**config.mk**
```make
export PLATFORM = sky130hd
export DESIGN_NAME = cla2_adder
export DESIGN_NICKNAME = d
export VERILOG_FILES = /design/src/rtl/cla_pkg.sv /design/src/rtl/cla_bit_pg.sv /design/src/rtl/cla_lookahead.sv /design/src/rtl/cla_group.sv /design/src/rtl/cla2_adder.sv
export SDC_FILE = /design/constraint.sdc
export NUM_CORES = 1
export LEC_CHECK = 0
export CAP_MARGIN = 5
export CORE_AREA = 5 5 42 44
export DETAILED_ROUTE_END_ITERATION = 16
export DIE_AREA = 0 0 47 49
export DONT_BUFFER_PORTS = 1
export GPL_ROUTABILITY_DRIVEN = 0
export PLACE_DENSITY = 0.76
export SETUP_SLACK_MARGIN = 0.02
export SLEW_MARGIN = 30
export SYNTH_ARGS = -nofsm -noshare
export SYNTH_HDL_FRONTEND = slang
export SYNTH_SLANG_ARGS = --single-unit
```
**constraint.sdc**
```tcl
create_clock -name vclk -period 10.4
set_input_delay 3.12 -clock vclk [all_inputs]
set_output_delay 3.12 -clock vclk [all_outputs]
set_load 0.01 [all_outputs]
```
**src/rtl/cla_pkg.sv**
```systemverilog
package cla_pkg;
   // Largest number of product terms an expanded lookahead may fan into.
   localparam int unsigned CLA_MAX_FANIN = 8;
endpackage

```
**src/rtl/cla_bit_pg.sv**
```systemverilog
module cla_bit_pg (
   input  logic x,
   input  logic y,
   output logic gen,
   output logic prop
);
   assign gen  = x & y;
   assign prop = x ^ y;
endmodule

```
**src/rtl/cla_lookahead.sv**
```systemverilog
// Flat lookahead over N generate/propagate pairs. Each carry is written
// as an OR of products, with no carry chained through another carry.
module cla_lookahead #(
   parameter int unsigned N = 4
) (
   input  logic [N-1:0] g,
   input  logic [N-1:0] p,
   input  logic         cin,
   output logic [N-1:0] c,
   output logic         gg,
   output logic         gp
);
   always_comb begin
      for (int k = 0; k < N; k++) begin
         logic acc;
         logic term;
         // term seeded by the outer carry-in, then by each generate below k
         term = cin;
         for (int m = 0; m < k; m++) term = term & p[m];
         acc = term;
         for (int j = 0; j < k; j++) begin
            term = g[j];
            for (int m = j + 1; m < k; m++) term = term & p[m];
            acc = acc | term;
         end
         c[k] = acc;
      end
   end

   always_comb begin
      logic acc;
      logic term;
      acc = 1'b0;
      for (int j = 0; j < N; j++) begin
         term = g[j];
         for (int m = j + 1; m < N; m++) term = term & p[m];
         acc = acc | term;
      end
      gg = acc;
   end

   assign gp = &p;
endmodule

```
**src/rtl/cla_group.sv**
```systemverilog
module cla_group #(
   parameter int unsigned GRP_W = 4
) (
   input  logic [GRP_W-1:0] a,
   input  logic [GRP_W-1:0] b,
   input  logic             cin,
   output logic [GRP_W-1:0] sum,
   output logic             gen,
   output logic             prop
);
   logic [GRP_W-1:0] bit_g;
   logic [GRP_W-1:0] bit_p;
   logic [GRP_W-1:0] bit_c;

   for (genvar i = 0; i < GRP_W; i++) begin : g_bit
      cla_bit_pg u_pg (
         .x    (a[i]),
         .y    (b[i]),
         .gen  (bit_g[i]),
         .prop (bit_p[i])
      );
   end

   cla_lookahead #(.N(GRP_W)) u_la (
      .g   (bit_g),
      .p   (bit_p),
      .cin (cin),
      .c   (bit_c),
      .gg  (gen),
      .gp  (prop)
   );

   assign sum = bit_p ^ bit_c;
endmodule

```
**src/rtl/cla2_adder.sv**
```systemverilog
module cla2_adder #(
   parameter int unsigned GRP_W   = 4,
   parameter int unsigned NUM_GRP = 4,
   localparam int unsigned W      = GRP_W * NUM_GRP
) (
   input  logic [W-1:0] a,
   input  logic [W-1:0] b,
   input  logic         cin,
   output logic [W-1:0] sum,
   output logic         cout,
   output logic         grp_g,
   output logic         grp_p
);
   import cla_pkg::*;

   // parameter range checked at elaboration
   if (GRP_W < 1 || GRP_W > CLA_MAX_FANIN) begin : g_bad_grp_w
      $error("cla2_adder: GRP_W out of range");
   end
   if (NUM_GRP < 1 || NUM_GRP > CLA_MAX_FANIN) begin : g_bad_num_grp
      $error("cla2_adder: NUM_GRP out of range");
   end

   logic [NUM_GRP-1:0] blk_g;
   logic [NUM_GRP-1:0] blk_p;
   logic [NUM_GRP-1:0] grp_c;

   for (genvar k = 0; k < NUM_GRP; k++) begin : g_grp
      cla_group #(.GRP_W(GRP_W)) u_grp (
         .a    (a[k*GRP_W +: GRP_W]),
         .b    (b[k*GRP_W +: GRP_W]),
         .cin  (grp_c[k]),
         .sum  (sum[k*GRP_W +: GRP_W]),
         .gen  (blk_g[k]),
         .prop (blk_p[k])
      );
   end

   if (NUM_GRP > 1) begin : g_level2
      cla_lookahead #(.N(NUM_GRP)) u_l2 (
         .g   (blk_g),
         .p   (blk_p),
         .cin (cin),
         .c   (grp_c),
         .gg  (grp_g),
         .gp  (grp_p)
      );
   end else begin : g_single
      assign grp_c[0] = cin;
      assign grp_g    = blk_g[0];
      assign grp_p    = blk_p[0];
   end

   assign cout = grp_g | (grp_p & cin);
endmodule

```
==> results.toml, run 1 <==
[outcome]
result_of_the_run = "complete, no violations"

[floorplan]
dieArea_um2 = 2300
die_extent_in_y_um = 49
core.rowCount = 14
ios = 52
placeableCoreArea_um2 = 1400
start_util_pct = 49.5
chipWidth_um = 47

[logic_synthesis]
syn-cell-area_um2 = 693
yosysTopAreaCell = "ha_1"
synthesis.area_per_instance_um2 = 8.25
yosys.area.top_type_share_pct = 36.1
share_of_synthesized_cell_area_in_full_adder_half_adder_and_majority_cells_pct = 47.7
synth_nets = 141
yosysWarningCount = 0
synth_mux_area_share_pct = 0
seq_area_frac_synth_pct = 0
synth-simple-area-share_pct = 15.5
complex_gate_fraction_of_the_synthesized_area_pct = 25.6
synth_top_family_by_area = "adder cells"
synth_instances = 84
synth.area.top_cells = "ha_1, fa_1, o21a_1"
synth_xor_xnor_area_share_pct = 10.1
synthDistinctLibCells = 19

[pwr]
report.power.total_mw = 0.0485
cellPowerDensity_nw_per_um2 = 68.0
p_leak_nw = 0.321
vdd_ir_drop_max_mv = 0.0289

[cells_and_area]
final_cell_area_um2 = 713
num-clock-buffers = 0
final_nets = 143
area_delta_synth_final_pct = 2.89
mostFrequentLayoutCell = "ha_1"
design.seq.count = 0
most-common-layout-cells = "ha_1, nor2_1, a21oi_1, o21a_1, nand2_1"
total_inserted_antenna_cells = 0
drive_gt1_share_pct = 2.38
final_core_utilization_pct = 50.9
ff_latch_area_um2 = 0

[clock_tree]
hold_buffers = 0
post_cts.resized_instances = 0
cts_setup_buffers = 0

[timing]
setup_tns_ns = 0
setup_viol_count_final = 0
finalHoldWorstSlack_ns = 6.43
period_share_pct = 79.3
rsz0062_at_grt = "no"
slew-limit-headroom_pct = 62.9
finalCriticalPeriod_ns = 8.24
final_hold_viol_count = 0
worst_slew_pin_slew_ns = 0.551
top_achievable_clock_speed_ghz = 0.121
final_max_slew_viol_count = 0

[placement]
buffer_ports.inserted = 0
area_of_placed_instances_um2 = 713
dp_hpwl_um = 1420

[grt]
grt_util_all_layers_pct = 13.5
globalRoute.totalOverflow = 0
number_of_antenna_violations_at_the_first_check_in_global_routing = 0
grt_pass1_vias = 629
grt_pass1_wl_um = 2560
grt_max_degree = 6

[job]
cap_violations = 0

[routing]
route.detailed.wl_per_inst_um = 14.9
detail_route.iter0.violations = 1
via_per_inst = 6.18
route.antenna.remaining_nets = 0
first_pass_iters = 3
dr_total_vias = 618
drc_errors = 0
finalWirelength_um = 1490

[worst_hold_path]
hold_path.class = "in2out"

[critical_path]
crit_required_ns = 7.28
setup.worst_path.start_class = "primary input"
crit_type = "in2out"
crit_end_element = "primary output"
critical_path_arrival_ns = 5.12
worst-path-max-fanout = 4
==> logic make-up after synthesis <==
group,Yosys count
fa+ha+maj,24
xor+xnor,8
simple gates,24
compound gates,26
buf+inv,2
==> synthesized netlist by cell type, drive strengths merged <==
cell type	instances
a221oi	1
nand2	6
and4	1
o21a	8
nor4	1
xor2	4
nor3	4
inv	2
o21ai	5
a21oi	8
xnor2	4
o21bai	1
nand4	2
a21o	2
o221ai	1
nor2	10
ha	20
fa	4
==> layer usage <==
metal / vias to the layer above / share of wire, % / global-route usage, %
met5: - / 0 / 0
met4: 0 / 0 / 0
met3: 0 / 10 / 2.58
met2: 26 / 52 / 25.1
met1: 277 / 38 / 16.3
li1: 315 / - / -
==> critical path, cell delays in order <==
cell	delay, ns
ha_1	0.33
a21oi_1	0.23
o221ai_2	0.16
a21oi_1	0.24
o21bai_1	0.15
ha_1	0.22
o21a_1	0.18
o21a_1	0.18
nor2_1	0.11
xnor2_1	0.19
==> through the flow <==
step,std cells,setup slack [ns]
floorplan,84,2.37
global placement,100,2.23
detailed placement,100,2.18
CTS,100,2.17
global route,100,1.99
finish,100,2.16
==> where the power goes <==
group / switching [mW] / leakage, nW / internal, mW
combinational: 0.0293 / 0.321 / 0.0192
clock: 0 / 0 / 0
sequential: 0 / 0 / 0
total: 0.0293 / 0.321 / 0.0192
==> worst paths after layout <==
kind,from,end,slack [ns],cells past startpoint
max,a[1],sum[15],2.16,10
min,cin,sum[0],6.43,1
==> area by class of cell <==
cell class	instances	area (um^2)
fill	150	688
multi-input combinational	82	686
tap	16	20.0
inverter	2	7.51
No activity file was read; power rests on OpenSTA's default activity.
==> inputs of run 2 (changes only) <==
--- a/config.mk
+++ b/config.mk
@@ -5,13 +5,14 @@
 export SDC_FILE = /design/constraint.sdc
 export NUM_CORES = 1
 export LEC_CHECK = 0
+export ABC_AREA = 1
 export CAP_MARGIN = 5
 export CORE_AREA = 5 5 42 44
 export DETAILED_ROUTE_END_ITERATION = 16
 export DIE_AREA = 0 0 47 49
 export DONT_BUFFER_PORTS = 1
 export GPL_ROUTABILITY_DRIVEN = 0
-export PLACE_DENSITY = 0.76
+export PLACE_DENSITY = 0.87
 export SETUP_SLACK_MARGIN = 0.02
 export SLEW_MARGIN = 30
 export SYNTH_ARGS = -nofsm -noshare
==> constraint.sdc (replaced) <==
create_clock -name vclk -period 6.6
set_input_delay 1.98 -clock vclk [all_inputs]
set_output_delay 1.98 -clock vclk [all_outputs]
set_load 0.01 [all_outputs]
==> results.toml, run 2 <==
[critical_path]
critPathMostFrequentCell = "nand2_1"
crit_path_cell_trace = "ha_1, nand2_2, inv_1, nand2_1, nand2_1, nand3_1, nand4_1, ha_1, nand2_1, nand3_1, a21oi_1, xnor2_1"
crit_required_ns = 4.62
worst-path-max-fanout = 3
critical-path-max-stage-delay_ns = 0.32
timing.critical_path.slowest_stage_cell = "ha_1"
crit_type = "in2out"
crit_end_element = "primary output"
setup.worst_path.start_class = "primary input"
critical_path_arrival_ns = 3.60

[worst_hold_path]
min_path_cells = 1
worstHoldStart = "cin"
min_to = "sum[0]"
hold_path.class = "in2out"

[timing]
finalHoldWorstSlack_ns = 4.15
finalCriticalPeriod_ns = 5.58
slew-limit-headroom_pct = 75.8
period_share_pct = 84.6
final_hold_viol_count = 0
final_max_slew_viol_count = 0
setup_viol_count_final = 0
setup_tns_ns = 0
rsz0062_at_grt = "no"
top_achievable_clock_speed_ghz = 0.179
post_route_worst_setup_slack_ns = 1.02
worst_slew_pin_slew_ns = 0.361

[pwr]
switchingPower_mw = 0.0503
internal_power_mw = 0.0291
report.power.total_mw = 0.0794
swShare_pct = 63.4
p_leak_nw = 0.416
clock_power_share_pct = 0
p_seq_share_pct = 0
cellPowerDensity_nw_per_um2 = 98.1
vdd_ir_drop_max_mv = 0.0442
share_comb_of_total_power_pct = 100.0

[floorplan]
ios = 52
chipWidth_um = 47
start_util_pct = 56.3
die_extent_in_y_um = 49
core.rowCount = 14
placeableCoreArea_um2 = 1400
dieArea_um2 = 2300

[routing]
first_pass_iters = 3
met3_routed_wirelength_um = 159
detail_route.iter0.violations = 7
finalWirelength_um = 1540
dr_total_vias = 700
drc_errors = 0
route.antenna.remaining_nets = 0
wl_met2_um = 843
wl_met1_um = 538
via_per_inst = 5.56
route.detailed.wl_per_inst_um = 12.2
top_layer = "met3"

[cells_and_area]
ff_latch_area_um2 = 0
most-common-layout-cells = "nand2_1, ha_1, inv_1, a21oi_1, xor2_1"
mostFrequentLayoutCell = "nand2_1"
drive_gt1_share_pct = 8.18
count_of_filler_cells_inserted_in_the_layout = 144
final_core_utilization_pct = 57.8
total_inserted_antenna_cells = 0
final_nets = 169
final_cell_area_um2 = 810
multi_input_comb_area_um2 = 744
design.seq.count = 0
num-clock-buffers = 0
instances_no_fill = 126
area_delta_synth_final_pct = 2.54

[logic_synthesis]
yosys.area.top_type_share_pct = 31.7
synthDistinctLibCells = 17
synthesis.area_per_instance_um2 = 7.18
synth.area.top_cells = "ha_1, nand2_1, fa_1"
syn-cell-area_um2 = 790
yosysWarningCount = 0
yosysTopAreaCell = "ha_1"
synth_most_common_cell = "nand2_1"
synth_commonest_cells = "nand2_1, ha_1, inv_1"
synth_instances = 110
synth_nets = 167
seq_area_frac_synth_pct = 0

[clock_tree]
cts_setup_buffers = 0
hold_buffers = 0
post_cts.resized_instances = 0

[placement]
area_of_placed_instances_um2 = 810
dp.cells = 126
dp_slack_ns = 1.02
dp_hpwl_um = 1470
buffer_ports.inserted = 0

[grt]
globalRoute.totalOverflow = 0
grt_pass1_vias = 684
number_of_antenna_violations_at_the_first_check_in_global_routing = 0
grt_pass1_wl_um = 2580
grt_max_degree = 6
grt_util_all_layers_pct = 13.7

[job]
cap_violations = 0

[outcome]
result_of_the_run = "complete, no violations"
## run 2: cell count changes after synthesis, moves of 3 or more
| cell | before | now |
|---|---|---|
| nor2_1 | 10 | 1 |
| o21ai_1 | 4 | 0 |
| nor2_4 | 0 | 3 |
| o21a_1 | 8 | 0 |
| nor3_1 | 4 | 0 |
| inv_1 | 2 | 11 |
| nand2_2 | 0 | 4 |
| nand3_1 | 0 | 7 |
| xor2_1 | 4 | 8 |
| nand2_1 | 6 | 32 |
## run 2: layout make-up
| cell class | instances | area share, % |
|---|---|---|
| Multi-Input combinational cell | 98 | 92.0 |
| Tap cell | 16 | 2.47 |
| Inverter | 12 | 5.56 |
## run 2: cells by family (layout without fill, tap and decap cells)
group	count (synthesis)	in the layout	synth area share [%]
AO/OA/AOI/OAI	8	8	5.07
XOR/XNOR	12	12	13.3
adder cells (fa/ha/maj)	24	24	41.8
buffers and inverters	12	12	5.70
AND/OR/NAND/NOR	54	54	34.1
## run 2: metal layers
metal  track usage, %  up-vias
met1             14.7      311
met3             2.95        0
met2             26.9       27
met4                0        0
met5                0        -
li1                 -      362
## run 2: worst max-delay path, delay by kind of cell
kind	cells	cell delay (ns)
and+or+nand+nor	7	0.64
adders and majority gates	2	0.55
xor gates and xnor gates	1	0.20
AOI/OAI and AO/OA	1	0.18
buffers and inverters	1	0.04
## run 2: power by group through the flow
stage	combinational (mW)	sequential [mW]	clock (mW)
final	0.0794	0	0
after global routing	0.0899	0	0
after CTS	0.0810	0	0
after detailed placement	0.0805	0	0
after global placement	0.0782	0	0
after floorplan	0.0702	0	0
## run 2: worst max-delay path by stage
stage / slack, ns / endpoint / from
finish: 1.02 / sum[15] / a[3]
floorplan: 1.17 / sum[15] / a[6]
global route: 0.86 / sum[11] / a[3]
CTS: 1.02 / sum[15] / a[3]
global placement: 1.07 / sum[15] / a[3]
detailed placement: 1.02 / sum[15] / a[3]
==> inputs of run 3 (changes only) <==
--- a/config.mk
+++ b/config.mk
@@ -12,7 +12,7 @@
 export DIE_AREA = 0 0 47 49
 export DONT_BUFFER_PORTS = 1
 export GPL_ROUTABILITY_DRIVEN = 0
-export PLACE_DENSITY = 0.87
+export PLACE_DENSITY = 0.84
 export SETUP_SLACK_MARGIN = 0.02
 export SLEW_MARGIN = 30
 export SYNTH_ARGS = -nofsm -noshare
==> constraint.sdc (replaced) <==
create_clock -name vclk -period 5.4
set_input_delay 1.62 -clock vclk [all_inputs]
set_output_delay 1.62 -clock vclk [all_outputs]
set_load 0.01 [all_outputs]
==> results.toml, run 3 (same netlist as run 2, synthesis figures left out) <==
[grt]
number_of_antenna_violations_at_the_first_check_in_global_routing = 0
grt_max_degree = 6
grt_pass1_wl_um = 2660
grt_util_all_layers_pct = 13.9
grt_pass1_vias = 725
globalRoute.totalOverflow = 0

[timing]
period_share_pct = 89.6
final_max_slew_viol_count = 0
top_achievable_clock_speed_ghz = 0.207
finalCriticalPeriod_ns = 4.84
setup_tns_ns = 0
slew-limit-headroom_pct = 74.1
rsz0062_at_grt = "no"
final_hold_viol_count = 0
setup_viol_count_final = 0
worst_slew_pin_slew_ns = 0.385

[clock_tree]
hold_buffers = 0
cts_setup_buffers = 0
post_cts.resized_instances = 0

[floorplan]
placeableCoreArea_um2 = 1400
ios = 52
die_extent_in_y_um = 49
core.rowCount = 14
dieArea_um2 = 2300
chipWidth_um = 47
start_util_pct = 56.3

[critical_path]
timing.critical_path.from = "a[6]"
crit_end_element = "primary output"
timing.critical_path.to = "sum[15]"
crit_type = "in2out"
critical_path_arrival_ns = 3.22
crit_required_ns = 3.78
worst-path-max-fanout = 3
setup.worst_path.start_class = "primary input"

[cells_and_area]
ff_latch_area_um2 = 0
final_nets = 169
mostFrequentLayoutCell = "nand2_1"
count_of_filler_cells_inserted_in_the_layout = 138
total_inserted_antenna_cells = 0
final_cell_area_um2 = 810
num-clock-buffers = 0
most-common-layout-cells = "nand2_1, ha_1, inv_1, a21oi_1, xor2_1"
area_delta_synth_final_pct = 2.54
drive_gt1_share_pct = 8.18
design.seq.count = 0

[placement]
area_of_placed_instances_um2 = 810
buffer_ports.inserted = 0
dp_hpwl_um = 1480

[pwr]
share_comb_of_total_power_pct = 100.0
clock_power_share_pct = 0
p_leak_nw = 0.416
internal_power_mw = 0.0357
vdd_ir_drop_max_mv = 0.0540
cellPowerDensity_nw_per_um2 = 120
switchingPower_mw = 0.0618
p_seq_share_pct = 0
swShare_pct = 63.4

[routing]
dr_total_vias = 693
route.detailed.wl_per_inst_um = 12.5
drc_errors = 0
first_pass_iters = 2
route.antenna.remaining_nets = 0
via_per_inst = 5.50
detail_route.iter0.violations = 1
finalWirelength_um = 1580

[job]
cap_violations = 0

[worst_hold_path]
hold_path.class = "in2out"

[outcome]
result_of_the_run = "complete, no violations"
[run 3: cell counts in the layout (fill, tap and decap cells not counted)]
Identical to the previous run, type by type.
[run 3: stage by stage]
step           power [mW]  utilization [%]  worst slack, ns  hold WS, ns  std cells
5_1_grt             0.110             57.8            0.397         3.44        126
3_5_place_dp       0.0988             57.8            0.550         3.43        126
3_3_place_gp       0.0958             57.8            0.586         3.44        126
2_1_floorplan      0.0858                -            0.692         3.42        110
6_report           0.0975             57.8            0.564         3.43        126
4_1_cts            0.0995             57.8            0.545         3.43        126
[run 3: worst min path at each step]
stage / cells past startpoint / from / endpoint / slack (ns)
2_1_floorplan: 2 / cin / cout / 3.42
3_3_place_gp: 1 / cin / sum[0] / 3.44
3_5_place_dp: 1 / cin / sum[0] / 3.43
4_1_cts: 1 / cin / sum[0] / 3.43
5_1_grt: 1 / cin / sum[0] / 3.44
6_report: 1 / cin / sum[0] / 3.43
[run 3: layer usage]
metal / wire, um / GRT usage (%) / part of all wire (%) / vias up
met5: 0 / 0 / 0 / -
met4: 0 / 0 / 0 / 0
met3: 129 / 1.48 / 8.2 / 0
met2: 857 / 26.5 / 54 / 25
met1: 591 / 16.9 / 37 / 306
li1: - / - / - / 362
[run 3: cell type report]
class / count / area, um^2 / share of cell area, %
inverter: 12 / 45.0 / 5.56
multi-input combinational: 98 / 744 / 92.0
tap: 16 / 20.0 / 2.47
[run 3: worst max-delay path: stages]
cell and delay (ns):
ha_1 0.33, nand2_2 0.13, inv_1 0.05, nand2_1 0.05, nand2_1 0.06, nand2_1 0.07
nand4_1 0.14, ha_1 0.23, nand2_1 0.06, nand3_1 0.09, a21oi_1 0.17, xnor2_1 0.20
[run 3: power groups by stage]
stage | Sequential (mW) | Combinational [mW] | Clock [mW]
2_1_floorplan | 0 | 0.0858 | 0
3_3_place_gp | 0 | 0.0958 | 0
3_5_place_dp | 0 | 0.0988 | 0
4_1_cts | 0 | 0.0995 | 0
5_1_grt | 0 | 0.110 | 0
6_report | 0 | 0.0975 | 0
